==> src/rtl/codec_ctl_pkg.sv <==
package codec_ctl_pkg;
    localparam int BYTE_W = 8;
    localparam int ADDR_W = 7;
    localparam int VAL_W  = 9;
    localparam int PGA_W  = 6;
    localparam int OUT_W  = 7;
    localparam int DIG_W  = 8;
    localparam int RATE_W = 5;
    localparam int POL_W  = 2;
    localparam int NGRP   = 5;

    localparam int G_IN   = 0;
    localparam int G_OUT  = 1;
    localparam int G_MUTE = 2;
    localparam int G_PWR  = 3;
    localparam int G_CLK  = 4;

    localparam logic [ADDR_W-1:0] AD_PGA_L    = 7'h00;
    localparam logic [ADDR_W-1:0] AD_PGA_R    = 7'h01;
    localparam logic [ADDR_W-1:0] AD_HP_L     = 7'h02;
    localparam logic [ADDR_W-1:0] AD_HP_R     = 7'h03;
    localparam logic [ADDR_W-1:0] AD_MUTE     = 7'h05;
    localparam logic [ADDR_W-1:0] AD_FMT      = 7'h07;
    localparam logic [ADDR_W-1:0] AD_RATE     = 7'h08;
    localparam logic [ADDR_W-1:0] AD_DAC_L    = 7'h0A;
    localparam logic [ADDR_W-1:0] AD_DAC_R    = 7'h0B;
    localparam logic [ADDR_W-1:0] AD_SOFT_RST = 7'h0F;
    localparam logic [ADDR_W-1:0] AD_ADC_L    = 7'h15;
    localparam logic [ADDR_W-1:0] AD_ADC_R    = 7'h16;
    localparam logic [ADDR_W-1:0] AD_PWR_EN   = 7'h19;
    localparam logic [ADDR_W-1:0] AD_PWR_BITS = 7'h1A;
    localparam logic [ADDR_W-1:0] AD_SPK_L    = 7'h28;
    localparam logic [ADDR_W-1:0] AD_SPK_R    = 7'h29;
    localparam logic [ADDR_W-1:0] AD_MONO     = 7'h2A;

    localparam logic [VAL_W-1:0] PWR_MASK = 9'h07E;

    typedef enum logic [1:0] {
        RX_HEAD = 2'd0,
        RX_BODY = 2'd1,
        RX_FULL = 2'd2
    } rx_state_e;

    typedef struct packed {
        logic [PGA_W-1:0]  pga_l;
        logic [PGA_W-1:0]  pga_r;
        logic              pga_mute_l;
        logic              pga_mute_r;
        logic [DIG_W-1:0]  adc_l;
        logic [DIG_W-1:0]  adc_r;
        logic [DIG_W-1:0]  dac_l;
        logic [DIG_W-1:0]  dac_r;
        logic [OUT_W-1:0]  hp_l;
        logic [OUT_W-1:0]  hp_r;
        logic [OUT_W-1:0]  spk_l;
        logic [OUT_W-1:0]  spk_r;
        logic [OUT_W-1:0]  mono;
        logic              dac_mute;
        logic [POL_W-1:0]  adc_pol;
        logic              en;
        logic [VAL_W-1:0]  pwr;
        logic [VAL_W-1:0]  fmt;
        logic [RATE_W-1:0] rate;
    } ctl_t;

    function automatic ctl_t ctl_defaults();
        ctl_t d;
        d            = '0;
        d.pga_l      = 6'h17;
        d.pga_r      = 6'h17;
        d.adc_l      = 8'hC3;
        d.adc_r      = 8'hC3;
        d.dac_l      = 8'hFF;
        d.dac_r      = 8'hFF;
        d.hp_l       = 7'h79;
        d.hp_r       = 7'h79;
        d.spk_l      = 7'h79;
        d.spk_r      = 7'h79;
        d.mono       = 7'h79;
        d.dac_mute   = 1'b1;
        d.fmt        = 9'h00A;
        return d;
    endfunction

    function automatic logic [NGRP-1:0] group_mask(logic [ADDR_W-1:0] a);
        logic [NGRP-1:0] m;
        m = '0;
        case (a)
            AD_PGA_L, AD_PGA_R, AD_ADC_L, AD_ADC_R:            m[G_IN]   = 1'b1;
            AD_HP_L, AD_HP_R, AD_DAC_L, AD_DAC_R,
            AD_SPK_L, AD_SPK_R, AD_MONO:                       m[G_OUT]  = 1'b1;
            AD_MUTE:                                           m[G_MUTE] = 1'b1;
            AD_PWR_EN, AD_PWR_BITS:                            m[G_PWR]  = 1'b1;
            AD_FMT, AD_RATE:                                   m[G_CLK]  = 1'b1;
            AD_SOFT_RST:                                       m         = '1;
            default:                                           m         = '0;
        endcase
        return m;
    endfunction
endpackage

==> src/rtl/codec_frame_rx.sv <==
module codec_frame_rx
    import codec_ctl_pkg::*;
(
    input  logic              clk,
    input  logic              rst_n,
    input  logic              bus_start,
    input  logic              byte_valid,
    input  logic [BYTE_W-1:0] byte_data,
    output logic              byte_accept,
    output logic              wr_fire,
    output logic [ADDR_W-1:0] wr_addr,
    output logic [VAL_W-1:0]  wr_val
);
    rx_state_e         state_q, state_d;
    logic [BYTE_W-1:0] head_q;

    always_ff @(posedge clk or negedge rst_n) begin
        if (!rst_n) state_q <= RX_HEAD;
        else        state_q <= state_d;
    end

    always_ff @(posedge clk or negedge rst_n) begin
        if (!rst_n)                                head_q <= '0;
        else if (byte_accept && state_q == RX_HEAD) head_q <= byte_data;
    end

    always_comb begin
        state_d = state_q;
        if (bus_start) begin
            state_d = RX_HEAD;
        end else if (byte_valid) begin
            unique case (state_q)
                RX_HEAD: state_d = RX_BODY;
                RX_BODY: state_d = RX_FULL;
                RX_FULL: state_d = RX_FULL;
                default: state_d = RX_HEAD;
            endcase
        end
    end

    always_comb begin
        byte_accept = byte_valid && !bus_start && (state_q != RX_FULL);
        wr_fire     = byte_accept && (state_q == RX_BODY);
        wr_addr     = head_q[BYTE_W-1:1];
        wr_val      = {head_q[0], byte_data};
    end


    one_fire_chk: assert property (@(posedge clk) disable iff (!rst_n)
        wr_fire |=> !wr_fire);


    full_refuse_chk: assert property (@(posedge clk) disable iff (!rst_n)
        (state_q == RX_FULL && !bus_start) |=> (state_q == RX_FULL));
endmodule

==> src/rtl/codec_reg_bank.sv <==
module codec_reg_bank
    import codec_ctl_pkg::*;
(
    input  logic              clk,
    input  logic              rst_n,
    input  logic              wr_fire,
    input  logic [ADDR_W-1:0] wr_addr,
    input  logic [VAL_W-1:0]  wr_val,
    output ctl_t              fld_q,
    output logic [NGRP-1:0]   upd_stb
);
    always_ff @(posedge clk or negedge rst_n) begin
        if (!rst_n) begin
            fld_q <= ctl_defaults();
        end else if (wr_fire) begin
            case (wr_addr)
                AD_PGA_L: begin
                    fld_q.pga_l      <= wr_val[PGA_W-1:0];
                    fld_q.pga_mute_l <= wr_val[7];
                end
                AD_PGA_R: begin
                    fld_q.pga_r      <= wr_val[PGA_W-1:0];
                    fld_q.pga_mute_r <= wr_val[7];
                end
                AD_HP_L:     fld_q.hp_l  <= wr_val[OUT_W-1:0];
                AD_HP_R:     fld_q.hp_r  <= wr_val[OUT_W-1:0];
                AD_SPK_L:    fld_q.spk_l <= wr_val[OUT_W-1:0];
                AD_SPK_R:    fld_q.spk_r <= wr_val[OUT_W-1:0];
                AD_MONO:     fld_q.mono  <= wr_val[OUT_W-1:0];
                AD_DAC_L:    fld_q.dac_l <= wr_val[DIG_W-1:0];
                AD_DAC_R:    fld_q.dac_r <= wr_val[DIG_W-1:0];
                AD_ADC_L:    fld_q.adc_l <= wr_val[DIG_W-1:0];
                AD_ADC_R:    fld_q.adc_r <= wr_val[DIG_W-1:0];
                AD_MUTE: begin
                    fld_q.dac_mute <= wr_val[3];
                    fld_q.adc_pol  <= wr_val[6:5];
                end
                AD_PWR_EN:   fld_q.en   <= (wr_val[8:6] == 3'd3);
                AD_PWR_BITS: fld_q.pwr  <= wr_val & PWR_MASK;
                AD_FMT:      fld_q.fmt  <= wr_val;
                AD_RATE:     fld_q.rate <= wr_val[RATE_W:1];
                AD_SOFT_RST: fld_q      <= ctl_defaults();
                default:     fld_q      <= fld_q;
            endcase
        end
    end

    always_ff @(posedge clk or negedge rst_n) begin
        if (!rst_n)       upd_stb <= '0;
        else if (wr_fire) upd_stb <= group_mask(wr_addr);
        else              upd_stb <= '0;
    end


    soft_rst_chk: assert property (@(posedge clk) disable iff (!rst_n)
        (wr_fire && wr_addr == AD_SOFT_RST) |=>
            (fld_q.dac_mute && fld_q.rate == '0 && !fld_q.en
             && fld_q.fmt == 9'h00A && upd_stb == '1));


    en_rise_chk: assert property (@(posedge clk) disable iff (!rst_n)
        $rose(fld_q.en) |-> $past(wr_fire && wr_addr == AD_PWR_EN && wr_val[8:6] == 3'd3));


    undecoded_quiet_chk: assert property (@(posedge clk) disable iff (!rst_n)
        (wr_fire && group_mask(wr_addr) == '0) |=> (upd_stb == '0 && $stable(fld_q)));


    stb_onehot_chk: assert property (@(posedge clk) disable iff (!rst_n)
        (wr_fire && wr_addr != AD_SOFT_RST) |=> $onehot0(upd_stb));


    idle_hold_chk: assert property (@(posedge clk) disable iff (!rst_n)
        !wr_fire |=> (upd_stb == '0 && $stable(fld_q)));
endmodule

==> src/rtl/codec_ctl_regs.sv <==
module codec_ctl_regs
    import codec_ctl_pkg::*;
(
    input  logic              clk,
    input  logic              rst_n,
    input  logic              bus_start,
    input  logic              byte_valid,
    input  logic [BYTE_W-1:0] byte_data,
    output logic              byte_accept,
    output logic [PGA_W-1:0]  in_vol_l,
    output logic [PGA_W-1:0]  in_vol_r,
    output logic              in_mute_l,
    output logic              in_mute_r,
    output logic [DIG_W-1:0]  adc_vol_l,
    output logic [DIG_W-1:0]  adc_vol_r,
    output logic [DIG_W-1:0]  dac_vol_l,
    output logic [DIG_W-1:0]  dac_vol_r,
    output logic [OUT_W-1:0]  hp_vol_l,
    output logic [OUT_W-1:0]  hp_vol_r,
    output logic [OUT_W-1:0]  spk_vol_l,
    output logic [OUT_W-1:0]  spk_vol_r,
    output logic [OUT_W-1:0]  mono_vol,
    output logic              dac_mute,
    output logic [POL_W-1:0]  adc_pol,
    output logic              codec_en,
    output logic [VAL_W-1:0]  pwr_ctl,
    output logic [VAL_W-1:0]  fmt_word,
    output logic              master_mode,
    output logic [RATE_W-1:0] rate_code,
    output logic [NGRP-1:0]   upd_stb
);
    logic              wr_fire;
    logic [ADDR_W-1:0] wr_addr;
    logic [VAL_W-1:0]  wr_val;
    ctl_t              fld;

    codec_frame_rx u_rx (
        .clk         (clk),
        .rst_n       (rst_n),
        .bus_start   (bus_start),
        .byte_valid  (byte_valid),
        .byte_data   (byte_data),
        .byte_accept (byte_accept),
        .wr_fire     (wr_fire),
        .wr_addr     (wr_addr),
        .wr_val      (wr_val)
    );

    codec_reg_bank u_bank (
        .clk     (clk),
        .rst_n   (rst_n),
        .wr_fire (wr_fire),
        .wr_addr (wr_addr),
        .wr_val  (wr_val),
        .fld_q   (fld),
        .upd_stb (upd_stb)
    );

    assign in_vol_l    = fld.pga_l;
    assign in_vol_r    = fld.pga_r;
    assign in_mute_l   = fld.pga_mute_l;
    assign in_mute_r   = fld.pga_mute_r;
    assign adc_vol_l   = fld.adc_l;
    assign adc_vol_r   = fld.adc_r;
    assign dac_vol_l   = fld.dac_l;
    assign dac_vol_r   = fld.dac_r;
    assign hp_vol_l    = fld.hp_l;
    assign hp_vol_r    = fld.hp_r;
    assign spk_vol_l   = fld.spk_l;
    assign spk_vol_r   = fld.spk_r;
    assign mono_vol    = fld.mono;
    assign dac_mute    = fld.dac_mute;
    assign adc_pol     = fld.adc_pol;
    assign codec_en    = fld.en;
    assign pwr_ctl     = fld.pwr;
    assign fmt_word    = fld.fmt;
    assign master_mode = fld.fmt[6];
    assign rate_code   = fld.rate;
endmodule

==> config.mk <==
export PLATFORM = sky130hd
export DESIGN_NAME = codec_ctl_regs
export DESIGN_NICKNAME = d
export VERILOG_FILES = /design/src/rtl/codec_ctl_pkg.sv /design/src/rtl/codec_frame_rx.sv /design/src/rtl/codec_reg_bank.sv /design/src/rtl/codec_ctl_regs.sv
export SDC_FILE = /design/constraint.sdc
export NUM_CORES = 1
export LEC_CHECK = 0
export BUFFER_PORTS_ARGS = -buffer_cell sky130_fd_sc_hd__buf_2
export CORE_MARGIN = 4
export CORE_UTILIZATION = 57
export CTS_CLUSTER_SIZE = 8
export DETAILED_ROUTE_END_ITERATION = 16
export GPL_TIMING_DRIVEN = 0
export PLACE_DENSITY = 0.85
export SLEW_MARGIN = 15
export SYNTH_ARGS = -nofsm -noshare
export SYNTH_HDL_FRONTEND = slang
export SYNTH_SLANG_ARGS = --single-unit
==> constraint.sdc <==
create_clock -name clk -period 4.1 [get_ports clk]
set_input_delay 0.205 -clock clk [delete_from_list [all_inputs] [get_ports clk]]
set_output_delay 0.205 -clock clk [all_outputs]
set_load 0.01 [all_outputs]
==> Word-level counts from Yosys, hierarchy flattened <==
Index checks and enable logic that the tools add are counted.
{ "word_totals": {"wordCells": 115, "reg_bits": 123, "in_bits": 12} }
{ "op_classes": {"mux": 27, "reduce_logical": 46, "n_eq_ne": 20} }
{ "ops": {"columns": ["op", "n"], "rows": [
  ["one-hot mux 7 bit (2 select lines)", 5],
  ["one-hot mux 8 bit (2 select lines)", 4],
  ["one-hot mux 9 bit (2 select lines)", 2],
  ["nonzero test 2 bit", 17],
  ["AND reduction 2 bit", 16],
  ["== test 7 x 4 -> 1 bit, second input constant", 4],
  ["== test 7 x 5 -> 1 bit, second input constant", 4],
  ["one-hot mux 6 bit (2 select lines)", 2],
  ["== test 7 x 6 -> 1 bit, second input constant", 3],
  ["== test 7 x 2 -> 1 bit, second input constant", 2],
  ["== test 7 x 3 -> 1 bit, second input constant", 2],
  ["one-hot mux 5 bit (2 select lines)", 1],
  ["OR reduction 8 bit", 1],
  ["== test 7 x 1 -> 1 bit, second input constant", 1],
  ["zero test 7 bit", 1],
  ["one-hot mux 1 bit (2 select lines)", 3],
  ["one-hot mux 3 bit (2 select lines)", 1],
  ["OR reduction 3 bit", 2],
  ["2-to-1 mux 1 bit", 5],
  ["2-to-1 mux 5 bit", 1],
  ["OR reduction 5 bit", 1],
  ["logical AND 1 bit", 4],
  ["2-to-1 mux 2 bit", 2],
  ["one-hot mux 2 bit (2 select lines)", 1],
  ["other kinds (7)", 8]
]} }

==> Longest topological paths before layout <==
Gate-level depths: netlist (run 1).
{ "logic_depth": {"word_depth": 5, "ltp_mapped": 9} }

==> By module <==
From an unflattened synthesis (run 1), not the netlist that was laid out.
{ "hier_totals": {"cells_unflattened": 445, "area_unflattened_um2": 5064.9} }
{ "by_module_without_submodules": {"columns": ["module", "area_per_inst_um2", "instances", "cells_each"], "rows": [
  ["codec_reg_bank", 4516.8, 1, 405],
  ["codec_frame_rx", 540.5, 1, 39],
  ["codec_ctl_regs", 7.5, 1, 1]
]} }

==> Least setup slack after synthesis (run 1) <==
No wires, ideal clock.
{ "synth_path": {"kind": "reg-to-reg", "start": "register u_rx.state_q[0]", "end": "register u_bank.fld_q[50] in the netlist's numbering", "period_less_slack_ps": 1959, "path_buffers": 1, "stages_incl_launch_ff": 8, "required_time_ps": 3975, "arrival_time_ps": 1835, "path_slack_ps": 2141, "cell_sequence": "dfrtp_1 > inv_1 > ha_1 > nor4bb_1 > buf_2 > nand2_1 > nor3_4 > mux2_2"} }
{ "synth_via": {"elab_chain_len": 4} }
{ "synth_lines": {"columns": ["element", "line", "text"], "rows": [
  ["from (decl)", "codec_frame_rx.sv:14", "rx_state_e state_q, state_d;"],
  ["from (signal assigned)", "codec_frame_rx.sv:19", "else state_q <= state_d;"],
  ["inequality test 2 bit", "codec_frame_rx.sv:42", "byte_accept = byte_valid && !bus_start && (state_q != RX_FULL);"],
  ["logical AND 1 bit", "codec_frame_rx.sv:42", null],
  ["logical AND 1 bit (*)", "codec_frame_rx.sv:43", "wr_fire = byte_accept && (state_q == RX_BODY);"],
  ["AND reduction 2 bit (no source line) (*)", null, null],
  ["to (signal assigned)", "codec_reg_bank.sv:14", "fld_q <= ctl_defaults();"],
  ["to (signal assigned)", "codec_reg_bank.sv:42", "AD_SOFT_RST: fld_q <= ctl_defaults();"],
  ["to (signal assigned)", "codec_reg_bank.sv:43", "default: fld_q <= fld_q;"],
  ["to (decl)", "codec_reg_bank.sv:9", "output ctl_t fld_q,"]
]} }
Mark *: on every way between the ends. The rest lies on a longest branch, timed or not.
A chain may end at the register's enable or synchronous reset.

==> Final worst setup path (run 1) <==
{ "layout_path": {"start": "register u_rx.state_q[0]", "end": "register u_bank.fld_q[91] in the netlist's numbering"} }
Same word-level chain as after synthesis.

==> results of run 1 <==
-- metrics by stage --
| step | power, mW | instances |
|---|---|---|
| after floorplan | 1.78 | 437 |
| after global placement | 1.98 | 668 |
| after detailed placement | 2.01 | 669 |
| after CTS | 3.46 | 706 |
| after global routing | 3.59 | 706 |
| final | 3.46 | 706 |
-- synthesized netlist by cell type, types with 4 or more instances --
cell type,count
nor3_1,4
buf_2,8
o22a_1,7
o2bb2ai_1,4
dfrtp_1,60
inv_1,13
and3_1,5
nand3_1,7
a21oi_1,9
a2bb2oi_1,27
nand2b_1,6
nor2_1,24
o21ai_0,37
and2_1,8
nand2_1,57
mux2_2,25
mux2i_1,7
clkbuf_1,11
buf_4,8
nor3b_1,4
dfstp_2,60
-- power breakdown --
group          leakage [nW]  switching (mW)  internal [mW]
logic                  1.54           0.328          0.228
clock network         0.282           0.530          0.918
registers              1.41          0.0875           1.36
-- final cells by class --
class                           count  share of cell area, %
Clock buffer                       18                   6.45
Clock inverter                     14                   2.41
Tap cell                          108                   2.08
Buffer                             28                   2.26
Multi-Input combinational cell    276                   27.8
Timing Repair Buffer              129                   10.8
Sequential cell                   120                   47.5
Inverter                           13                  0.753
-- worst min path at each step --
stage / from / end / slack [ns] / cells after the start
final: byte_valid / u_rx.state_q[0]$_DFFE_PN0P_ / 0.008 / 3
after global routing: byte_valid / u_rx.state_q[0]$_DFFE_PN0P_ / 0.02 / 3
after CTS: byte_valid / u_rx.state_q[0]$_DFFE_PN0P_ / 0.003 / 3
after detailed placement: rst_n / u_bank.fld_q[50]$_DFFE_PN0P_ / 0.09 / 1
after global placement: bus_start / u_rx.state_q[0]$_DFFE_PN0P_ / 0.42 / 2
after floorplan: rst_n / u_bank.fld_q[0]$_DFFE_PN0P_ / -0.09 / 0
-- cell families (layout without fill, tap and decap cells) --
group | Yosys count | after routing | share of synthesized area [%]
and+or+nand+nor | 134 | 134 | 13.5
DFF | 120 | 120 | 60.7
AOI/OAI and AO/OA | 103 | 103 | 14.0
buffers and inverters | 41 | 202 | 3.85
muxes | 32 | 32 | 6.94
adders and majority gates | 3 | 3 | 0.741
other | 1 | 3 | 0.0740
xor gates and xnor gates | 1 | 1 | 0.173
-- sequential cells by signal (all words and copies together) (netlist names) --
register / cells
u_bank.fld_q: 105
u_rx.state_q: 2
u_rx.head_q: 8
u_bank.upd_stb: 5
-- worst reg2reg max path, stage by stage (launching register included) --
cell and delay [ns]:
dfrtp_1 0.37, inv_1 0.07, ha_1 0.22, nor4bb_1 0.27
buf_2 0.25, nand3_1 0.39, nand2_2 0.36, mux2_2 0.37
-- metal layers --
layer  vias up  part of all wire, %  track usage (%)
met5         -                    0                0
met4         0                  2.7             10.5
met3        38                  5.9             5.80
met2       165                   48             42.2
met1      2041                   43             37.1
li1       1851                    -                -
-- placed cells by master (no fill, tap or decap), drive strengths merged, types with 3 or more instances in the layout --
cell	count
nand2	58
o22a	9
dlygate4sd3	5
mux2	25
o21ai	39
and2	8
nand2b	6
clkbuf	30
nand4	3
bufinv	3
nor2	24
mux2i	7
o2111ai	3
clkinv	8
and3	5
buf	140
inv	14
o211ai	3
nor3b	5
nor4b	3
ha	3
o2bb2ai	4
a21o	3
nand3	7
dfrtp	60
nor3	6
a2bb2oi	27
conb	3
dfstp	60
a21oi	9
==> run_results.csv, run 1 <==
group,metric,value,unit
clock_tree,cts_buffers,17,
worst_setup_path,timing.critical_path.max_delay_family,"simple AND/OR/NAND/NOR gates",
sta,hold_ws,0.00791,ns
sta,relSlewSlack,43.2,%
clock_tree,clk_latency,0.52,ns
sta,post-route-period-util,58.9,%
placed_design,place.gp.congestion,0.950,
run,cap_violations,0,
logic_synthesis,ys_seq_area_share,60.7,%
detailed_routing,routed_wl,13.5,mm
layout,nets,600,
layout,multi_input_area,1800,um^2
layout,ff_latch_area,3080,um^2
layout,fill_cells,604,
worst_setup_path,cp_num_buf_inv,2,
sta,timing.final.hold_violations,0,
logic_synthesis,synth_edf_count,0,
placed_design,place_hpwl,9.23,mm
clock_tree,post_cts_buffers,0,
worst_setup_path,timing.rr.start,"u_rx.state_q[0]$_DFFE_PN0P_",
worst_setup_path,critPathMaxStageDelay,0.39,ns
grt,groute.usage.overall,27.0,%
logic_synthesis,yosys.area.top_type,"dfstp_2",
grt,grt-ovfl-total,0,
logic_synthesis,syn_inst,435,
grt,grt_pass1_wl,21.6,mm
grt,grt_max_degree,95,
worst_setup_path,critPathSlowestCell,"nand3_1",
detailed_routing,wl_per_cell,19.1,um
sta,setup_ws,1.69,ns
floorplanning,fp-row-count,34,
power,p_per_area,533,nW/um^2
worst_setup_path,worst_r2r_endpoint,"u_bank.fld_q[91]$_DFFE_PN0P_",
min_path,hold_path_class,"input port to flop",
sta,layout_min_cycle_time,2.41,ns
sta,skew,0.0117,ns
worst_setup_path,cp_max_fo,9,
floorplanning,die_w,102,um
sta,fmax,0.414,GHz
logic_synthesis,synth_top_area_share,31.1,%
worst_setup_path,worstPathCellList,"inv_1 -> ha_1 -> nor4bb_1 -> buf_2 -> nand3_1 -> nand2_2 -> mux2_2",
worst_setup_path,endpoint,"u_bank.fld_q[91]$_DFFE_PN0P_",
detailed_routing,drcViolationCount,0,
worst_setup_path,crit_start,"u_rx.state_q[0]$_DFFE_PN0P_",
sta,rsz0062_at_grt,"no",
logic_synthesis,synth.area.top_cells,"dfstp_2, dfrtp_1, mux2_2",
worst_setup_path,r2r_cells,7,
worst_setup_path,cp-start-kind,"flop",
clock_tree,cts.clk_slew.worst_paths,0.06,ns
floorplanning,start_util,58.4,%
placed_design,dp_slack,1.74,ns
layout,drive_above_1_share,44.0,%
logic_synthesis,syn_area_per_cell,11.6,um^2
clock_tree,clock_sinks,120,
sta,finalSetupViolations,0,
power,leakagePower,3.23,nW
clock_tree,clockBufferDepth,2,
grt,antenna_found_initial,0,
clock_tree,clockRootBuffer,"clkbuf_8",
clock_tree,cts_resized,0,
layout,area_growth,28.0,%
logic_synthesis,synth_area,5070,um^2
worst_setup_path,reg2reg_slack,1.69,ns
floorplanning,die_area,10500,um^2
worst_setup_path,endpoint_kind,"flop",
grt,grt_pass1_vias,4040,
detailed_routing,antenna_left,0,
detailed_routing,avgViaCountPerCell,5.80,
worst_setup_path,cp_data_arrival_time,2.81,ns
logic_synthesis,async_reset_ff_share,100,%
sta,drv_slew,0,
layout,utilization,74.7,%
sta,worstMarginPinSlew,0.848,ns
floorplanning,io_pins,127,
power,peakVddDrop,0.000310,V
detailed_routing,vias,4095,
placed_design,io_buffer_count,123,
logic_synthesis,ys.flop_type,"dfstp_2",
floorplanning,chipHeight,102,um
worst_setup_path,path_class,"flop to flop",
worst_setup_path,cp.required,4.50,ns
logic_synthesis,synth_cell_types,46,
layout,design_area,6480,um^2
clock_tree,ctsHoldBuffers,5,
run_status,outcome,"finished, final reports clean",
worst_setup_path,cp.depth,7,
logic_synthesis,synth_seq_cells,120,
sta,fin_setup_tns,0,ns
detailed_routing,initialDrtViolationCount,314,
logic_synthesis,ys_warn_count,0,
detailed_routing,first_pass_iters,5,
placed_design,place_area,5860,um^2
clock_tree,cts-htree-levels,4,
layout,diodes,0,
floorplanning,fp.coreArea,8680,um^2
clock_tree,cts_tree,"built",
Power figures use the tool's default switching activity.
==> inputs of run 2 (changes only) <==
--- a/config.mk
+++ b/config.mk
@@ -7,11 +7,11 @@
 export LEC_CHECK = 0
 export BUFFER_PORTS_ARGS = -buffer_cell sky130_fd_sc_hd__buf_2
 export CORE_MARGIN = 4
-export CORE_UTILIZATION = 57
+export CORE_UTILIZATION = 53
 export CTS_CLUSTER_SIZE = 8
 export DETAILED_ROUTE_END_ITERATION = 16
 export GPL_TIMING_DRIVEN = 0
-export PLACE_DENSITY = 0.85
+export PLACE_DENSITY = 0.8
 export SLEW_MARGIN = 15
 export SYNTH_ARGS = -nofsm -noshare
 export SYNTH_HDL_FRONTEND = slang
==> constraint.sdc (replaced) <==
create_clock -name clk -period 2.3 [get_ports clk]
set_input_delay 0.115 -clock clk [delete_from_list [all_inputs] [get_ports clk]]
set_output_delay 0.115 -clock clk [all_outputs]
set_load 0.01 [all_outputs]
==> run_results.csv, run 2 (same netlist as run 1, synthesis figures left out) <==
group,metric,value,unit
floorplanning,start_util,54.6,%
sta,relSlewSlack,47.9,%
detailed_routing,initialDrtViolationCount,283,
detailed_routing,vias,4160,
detailed_routing,avgViaCountPerCell,5.63,
worst_setup_path,worst_r2r_endpoint,"u_bank.fld_q[24]$_DFFE_PN0P_",
power,p_seq_share,42.6,%
worst_setup_path,cp-start-kind,"flop",
floorplanning,chipHeight,106,um
sta,setup_ws,0.102,ns
sta,skew,0.00790,ns
worst_setup_path,timing.rr.start,"u_rx.state_q[0]$_DFFE_PN0P_",
clock_tree,cts-htree-levels,4,
grt,grt-ovfl-total,0,
floorplanning,io_pins,127,
clock_tree,clockRootBuffer,"clkbuf_8",
power,p_switching,1.65,mW
layout,nets,612,
worst_setup_path,path_class,"flop to flop",
worst_setup_path,endpoint_kind,"flop",
layout,instances_no_fill,739,
clock_tree,cts_tree,"built",
worst_setup_path,cp.required,2.68,ns
worst_setup_path,cp_data_arrival_time,2.58,ns
power,sw_frac_of_total,27.1,%
clock_tree,cts.clk_slew.worst_paths,0.06,ns
grt,grt_max_degree,64,
worst_setup_path,reg2reg_slack,0.10,ns
worst_setup_path,cp_max_fo,9,
detailed_routing,routed_wl,13.8,mm
floorplanning,die_area,11200,um^2
run_status,outcome,"finished, final reports clean",
placed_design,place.gp.congestion,0.965,
grt,groute.usage.overall,25.5,%
floorplanning,fp-row-count,35,
sta,drv_slew,0,
sta,post-route-period-util,95.6,%
power,p_per_area,915,nW/um^2
layout,area_growth,30.8,%
grt,grt_pass1_vias,4292,
placed_design,dp_slack,-0.0308,ns
detailed_routing,first_pass_iters,5,
power,pwr-share-comb,16.6,%
sta,timing.final.hold_violations,0,
layout,drive_above_1_share,44.6,%
power,internal_power,4.42,mW
sta,rsz0062_at_grt,"no",
power,total_power,6.07,mW
floorplanning,fp.coreArea,9280,um^2
layout,multi_input_area,1820,um^2
layout,final_cell_mix,"buf_2, dfrtp_1, dfstp_2",
detailed_routing,antenna_left,0,
sta,fin_setup_tns,0,ns
clock_tree,cts_buffers,17,
layout,design_area,6630,um^2
power,leakagePower,3.28,nW
layout,ff_latch_area,3080,um^2
layout,reg.largest.list,"u_bank.fld_q (105), u_rx.head_q (8), u_bank.upd_stb (5)",
floorplanning,die_w,106,um
sta,finalSetupViolations,0,
placed_design,dp.cells,690,
sta,worstMarginPinSlew,0.778,ns
worst_setup_path,r2r_cells,7,
grt,grt_pass1_wl,22.4,mm
layout,diodes,0,
layout,fill_cells,696,
grt,antenna_found_initial,0,
layout,final_common_cell,"buf_2",
run,cap_violations,0,
clock_tree,clk_latency,0.50,ns
min_path,hold_path_class,"input port to async pin",
sta,fmax,0.455,GHz
layout,largest_register_ffs,105,
placed_design,place_hpwl,9.35,mm
detailed_routing,drcViolationCount,0,
detailed_routing,wl_per_cell,18.6,um
placed_design,io_buffer_count,123,
clock_tree,clock_sinks,120,
power,peakVddDrop,0.000620,V
layout,max_flop_register,"u_bank.fld_q",
clock_tree,clockBufferDepth,2,
placed_design,place_area,5890,um^2
power,clkPwrFrac,40.8,%
sta,layout_min_cycle_time,2.20,ns
[run 2: repair_timing]
action	4_1_cts	5_1_grt
hold buffers	12	0
pin swaps	1	2
endpoints found under the hold margin	76	0
resized for setup	1	8
buffers inserted	3	2
endpoints found under the setup margin	7	25
[run 2: layout make-up]
| type | instances | share of cell area (%) |
|---|---|---|
| Inverter | 13 | 0.736 |
| Buffer | 28 | 2.26 |
| Clock buffer | 24 | 7.42 |
| Multi-Input combinational cell | 276 | 27.5 |
| Sequential cell | 120 | 46.4 |
| Tap cell | 129 | 2.43 |
| Clock inverter | 8 | 1.06 |
| Timing Repair Buffer | 141 | 12.2 |
[run 2: stage by stage]
| stage | util, % | hold WS (ns) |
|---|---|---|
| floorplan | - | -0.181 |
| global placement | 63.0 | 0.331 |
| detailed placement | 63.4 | 0.109 |
| CTS | 71.0 | 0.146 |
| global route | 71.4 | 0.183 |
| finish | 71.4 | 0.129 |
[run 2: worst max-delay path, stage by stage (launching register included)]
cell	delay [ns]
dfrtp_1	0.38
inv_1	0.07
ha_1	0.22
nor4bb_1	0.26
buf_4	0.22
nand2_1	0.15
nor2_1	0.39
mux2_2	0.39
[run 2: layer usage]
layer,wire [um],up-vias,global-route usage (%)
met2,6720,193,41.3
met4,404,0,11.8
met5,0,-,0
li1,-,1864,-
met3,943,36,6.25
met1,5680,2067,32.5
[run 2: power groups by stage]
stage                     sequential [mW]  clock [mW]  combinational [mW]
after floorplan                      2.68           0               0.486
after global placement               2.60           0               0.929
after detailed placement             2.61           0               0.972
after CTS                            2.58        2.50               0.998
after global routing                 2.62        2.60                1.09
final                                2.58        2.48                1.01
[run 2: worst max path at each step]
| stage | endpoint | startpoint | depth (start not counted) |
|---|---|---|---|
| 5_1_grt | u_bank.fld_q[13]$_DFFE_PN0P_ | u_rx.state_q[0]$_DFFE_PN0P_ | 8 |
| 2_1_floorplan | u_bank.fld_q[50]$_DFFE_PN0P_ | u_rx.state_q[0]$_DFFE_PN0P_ | 7 |
| 3_3_place_gp | u_bank.fld_q[56]$_DFFE_PN0P_ | rst_n | 1 |
| 4_1_cts | u_bank.fld_q[83]$_DFFE_PN0P_ | u_rx.state_q[0]$_DFFE_PN0P_ | 8 |
| 6_report | u_bank.fld_q[24]$_DFFE_PN0P_ | u_rx.state_q[0]$_DFFE_PN0P_ | 7 |
| 3_5_place_dp | u_bank.fld_q[50]$_DFFE_PN0P_ | u_rx.state_q[0]$_DFFE_PN0P_ | 7 |
==> inputs of run 3 (changes only) <==
--- a/config.mk
+++ b/config.mk
@@ -5,13 +5,14 @@
 export SDC_FILE = /design/constraint.sdc
 export NUM_CORES = 1
 export LEC_CHECK = 0
+export ABC_AREA = 0
 export BUFFER_PORTS_ARGS = -buffer_cell sky130_fd_sc_hd__buf_2
 export CORE_MARGIN = 4
-export CORE_UTILIZATION = 53
+export CORE_UTILIZATION = 48
 export CTS_CLUSTER_SIZE = 8
 export DETAILED_ROUTE_END_ITERATION = 16
 export GPL_TIMING_DRIVEN = 0
-export PLACE_DENSITY = 0.8
+export PLACE_DENSITY = 0.76
 export SLEW_MARGIN = 15
 export SYNTH_ARGS = -nofsm -noshare
 export SYNTH_HDL_FRONTEND = slang
==> constraint.sdc (replaced) <==
create_clock -name clk -period 1.8 [get_ports clk]
set_input_delay 0.09 -clock clk [delete_from_list [all_inputs] [get_ports clk]]
set_output_delay 0.09 -clock clk [all_outputs]
set_load 0.01 [all_outputs]
==> run_results.csv, run 3 (same netlist as run 1, synthesis figures left out) <==
group,metric,value,unit
grt,antenna_found_initial,0,
detailed_routing,avgViaCountPerCell,5.83,
floorplanning,die_area,12300,um^2
detailed_routing,initialDrtViolationCount,399,
layout,largest_register_ffs,105,
run,cap_violations,0,
sta,worstMarginPinSlew,0.602,ns
grt,grt_pass1_vias,4488,
floorplanning,chipHeight,111,um
worst_setup_path,reg2reg_slack,-0.34,ns
sta,setup_ws,-0.343,ns
clock_tree,cts.clk_slew.worst_paths,0.06,ns
clock_tree,clk_latency,0.53,ns
placed_design,place_hpwl,9.57,mm
sta,fin_setup_tns,-19.72,ns
worst_setup_path,critPathSlowestCell,"dfrtp_1",
sta,rsz0062_at_grt,"yes",
layout,final_common_cell,"buf_2",
clock_tree,clockBufferDepth,2,
worst_setup_path,worstPathCellList,"inv_2 -> ha_4 -> nor4bb_4 -> buf_6 -> nand2_8 -> nor3_4 -> buf_12 -> buf_4 -> mux2i_1",
worst_setup_path,endpoint_kind,"flop",
clock_tree,clock_sinks,120,
worst_setup_path,path_class,"flop to flop",
layout,diodes,0,
grt,use_met3,6.93,%
detailed_routing,antenna_left,0,
layout,ff_latch_area,3080,um^2
worst_setup_path,timing.critical_path.max_delay_family,"simple AND/OR/NAND/NOR gates",
sta,finalSetupViolations,114,
detailed_routing,vias,4559,
sta,relSlewSlack,59.7,%
sta,post-route-period-util,119,%
grt,grt-ovfl-total,0,
floorplanning,fp-row-count,37,
worst_setup_path,cp_num_buf_inv,4,
floorplanning,io_pins,127,
detailed_routing,wl_per_cell,22.5,um
sta,fmax,0.467,GHz
worst_setup_path,critPathMaxStageDelay,0.39,ns
worst_setup_path,cp-start-kind,"flop",
sta,timing.final.hold_violations,0,
run_status,outcome,"finished with violations",
detailed_routing,routed_wl,17.6,mm
power,leakagePower,3.76,nW
clock_tree,cts_tree,"built",
placed_design,io_buffer_count,123,
grt,busiest_layer,"met2",
layout,area_growth,56.9,%
layout,max_flop_register,"u_bank.fld_q",
clock_tree,clockRootBuffer,"clkbuf_8",
layout,nets,648,
min_path,hold_path_class,"input port to async pin",
sta,layout_min_cycle_time,2.14,ns
grt,grtUsageMet2,41.1,%
worst_setup_path,cp.required,2.22,ns
grt,globalRouteMet1Util,31.5,%
layout,drive_above_1_share,66.1,%
floorplanning,fp.coreArea,10300,um^2
layout,multi_input_area,2520,um^2
grt,grt_pass1_wl,24.4,mm
placed_design,place.gp.congestion,0.928,
clock_tree,cts_buffers,17,
clock_tree,cts-htree-levels,4,
layout,reg.largest.list,"u_bank.fld_q (105), u_rx.head_q (8), u_bank.upd_stb (5)",
run_status,violations,"setup timing",
detailed_routing,drcViolationCount,0,
power,p_per_area,1110,nW/um^2
detailed_routing,first_pass_iters,5,
layout,final_cell_mix,"buf_2, dfstp_2, dfrtp_1",
placed_design,dp.cells,697,
power,peakVddDrop,0.000627,V
sta,skew,0.00831,ns
layout,instances_no_fill,782,
grt,grt_max_degree,68,
layout,fill_cells,568,
floorplanning,die_w,111,um
placed_design,dp_slack,-0.455,ns
sta,drv_slew,0,
power,total_power,8.81,mW
worst_setup_path,cp_data_arrival_time,2.57,ns
grt,groute.usage.overall,25.0,%
floorplanning,start_util,49.1,%
worst_setup_path,cp_max_fo,7,
[run 3: path summary, 6_finish.rpt]
check,start,end,cells after the start
worst max register to register,u_rx.state_q[0]$_DFFE_PN0P_,u_bank.fld_q[49]$_DFFE_PN0P_,9
worst min-delay path,rst_n,u_bank.fld_q[18]$_DFFE_PN0P_,2
worst min register to register,u_bank.fld_q[66]$_DFFE_PN1P_,u_bank.fld_q[66]$_DFFE_PN1P_,2
worst max-delay path,u_rx.state_q[0]$_DFFE_PN0P_,u_bank.fld_q[49]$_DFFE_PN0P_,9
min in group clk,bus_start,u_bank.fld_q[31]$_DFFE_PN1P_,5
max in group asynchronous,rst_n,u_bank.fld_q[65]$_DFFE_PN1P_,3
[run 3: repair_timing]
action,4_1_cts,5_1_grt
buffers inserted,22,19
gates cloned,3,2
hold buffers,12,0
gates resized for setup,100,148
endpoints found under the hold margin,126,0
endpoints found under the setup margin,113,115
pin swaps,14,43
[run 3: report_power, final]
part           leakage, nW  total [mW]  switching (mW)  internal (mW)
clock network        0.322        3.73            1.24           2.49
logic                 2.03        1.71           0.978          0.732
registers             1.40        3.37           0.258           3.11
[run 3: metal layers]
layer / routed length (um) / up-vias
met1: 6940 / 2321
met5: 0 / -
met2: 8690 / 236
met3: 1250 / 64
met4: 754 / 0
li1: - / 1938
[run 3: final cells by class]
class	count	area share [%]
clock inverters	5	1.29
multi-input cells	276	31.7
clock buffers	27	6.96
flip-flops and latches	120	38.8
inverters	13	0.614
repair buffers	180	15.5
plain buffers	25	3.02
well taps	136	2.14
[run 3: per-stage QoR]
| stage | hold WS, ns | util [%] | area, um^2 |
|---|---|---|---|
| floorplan | -0.206 | - | 5100 |
| global placement | 0.307 | 57.0 | 5890 |
| detailed placement | 0.0774 | 57.4 | 5920 |
| CTS | 0.0910 | 70.5 | 7270 |
| global route | 0.127 | 77.0 | 7950 |
| finish | 0.0720 | 77.0 | 7950 |
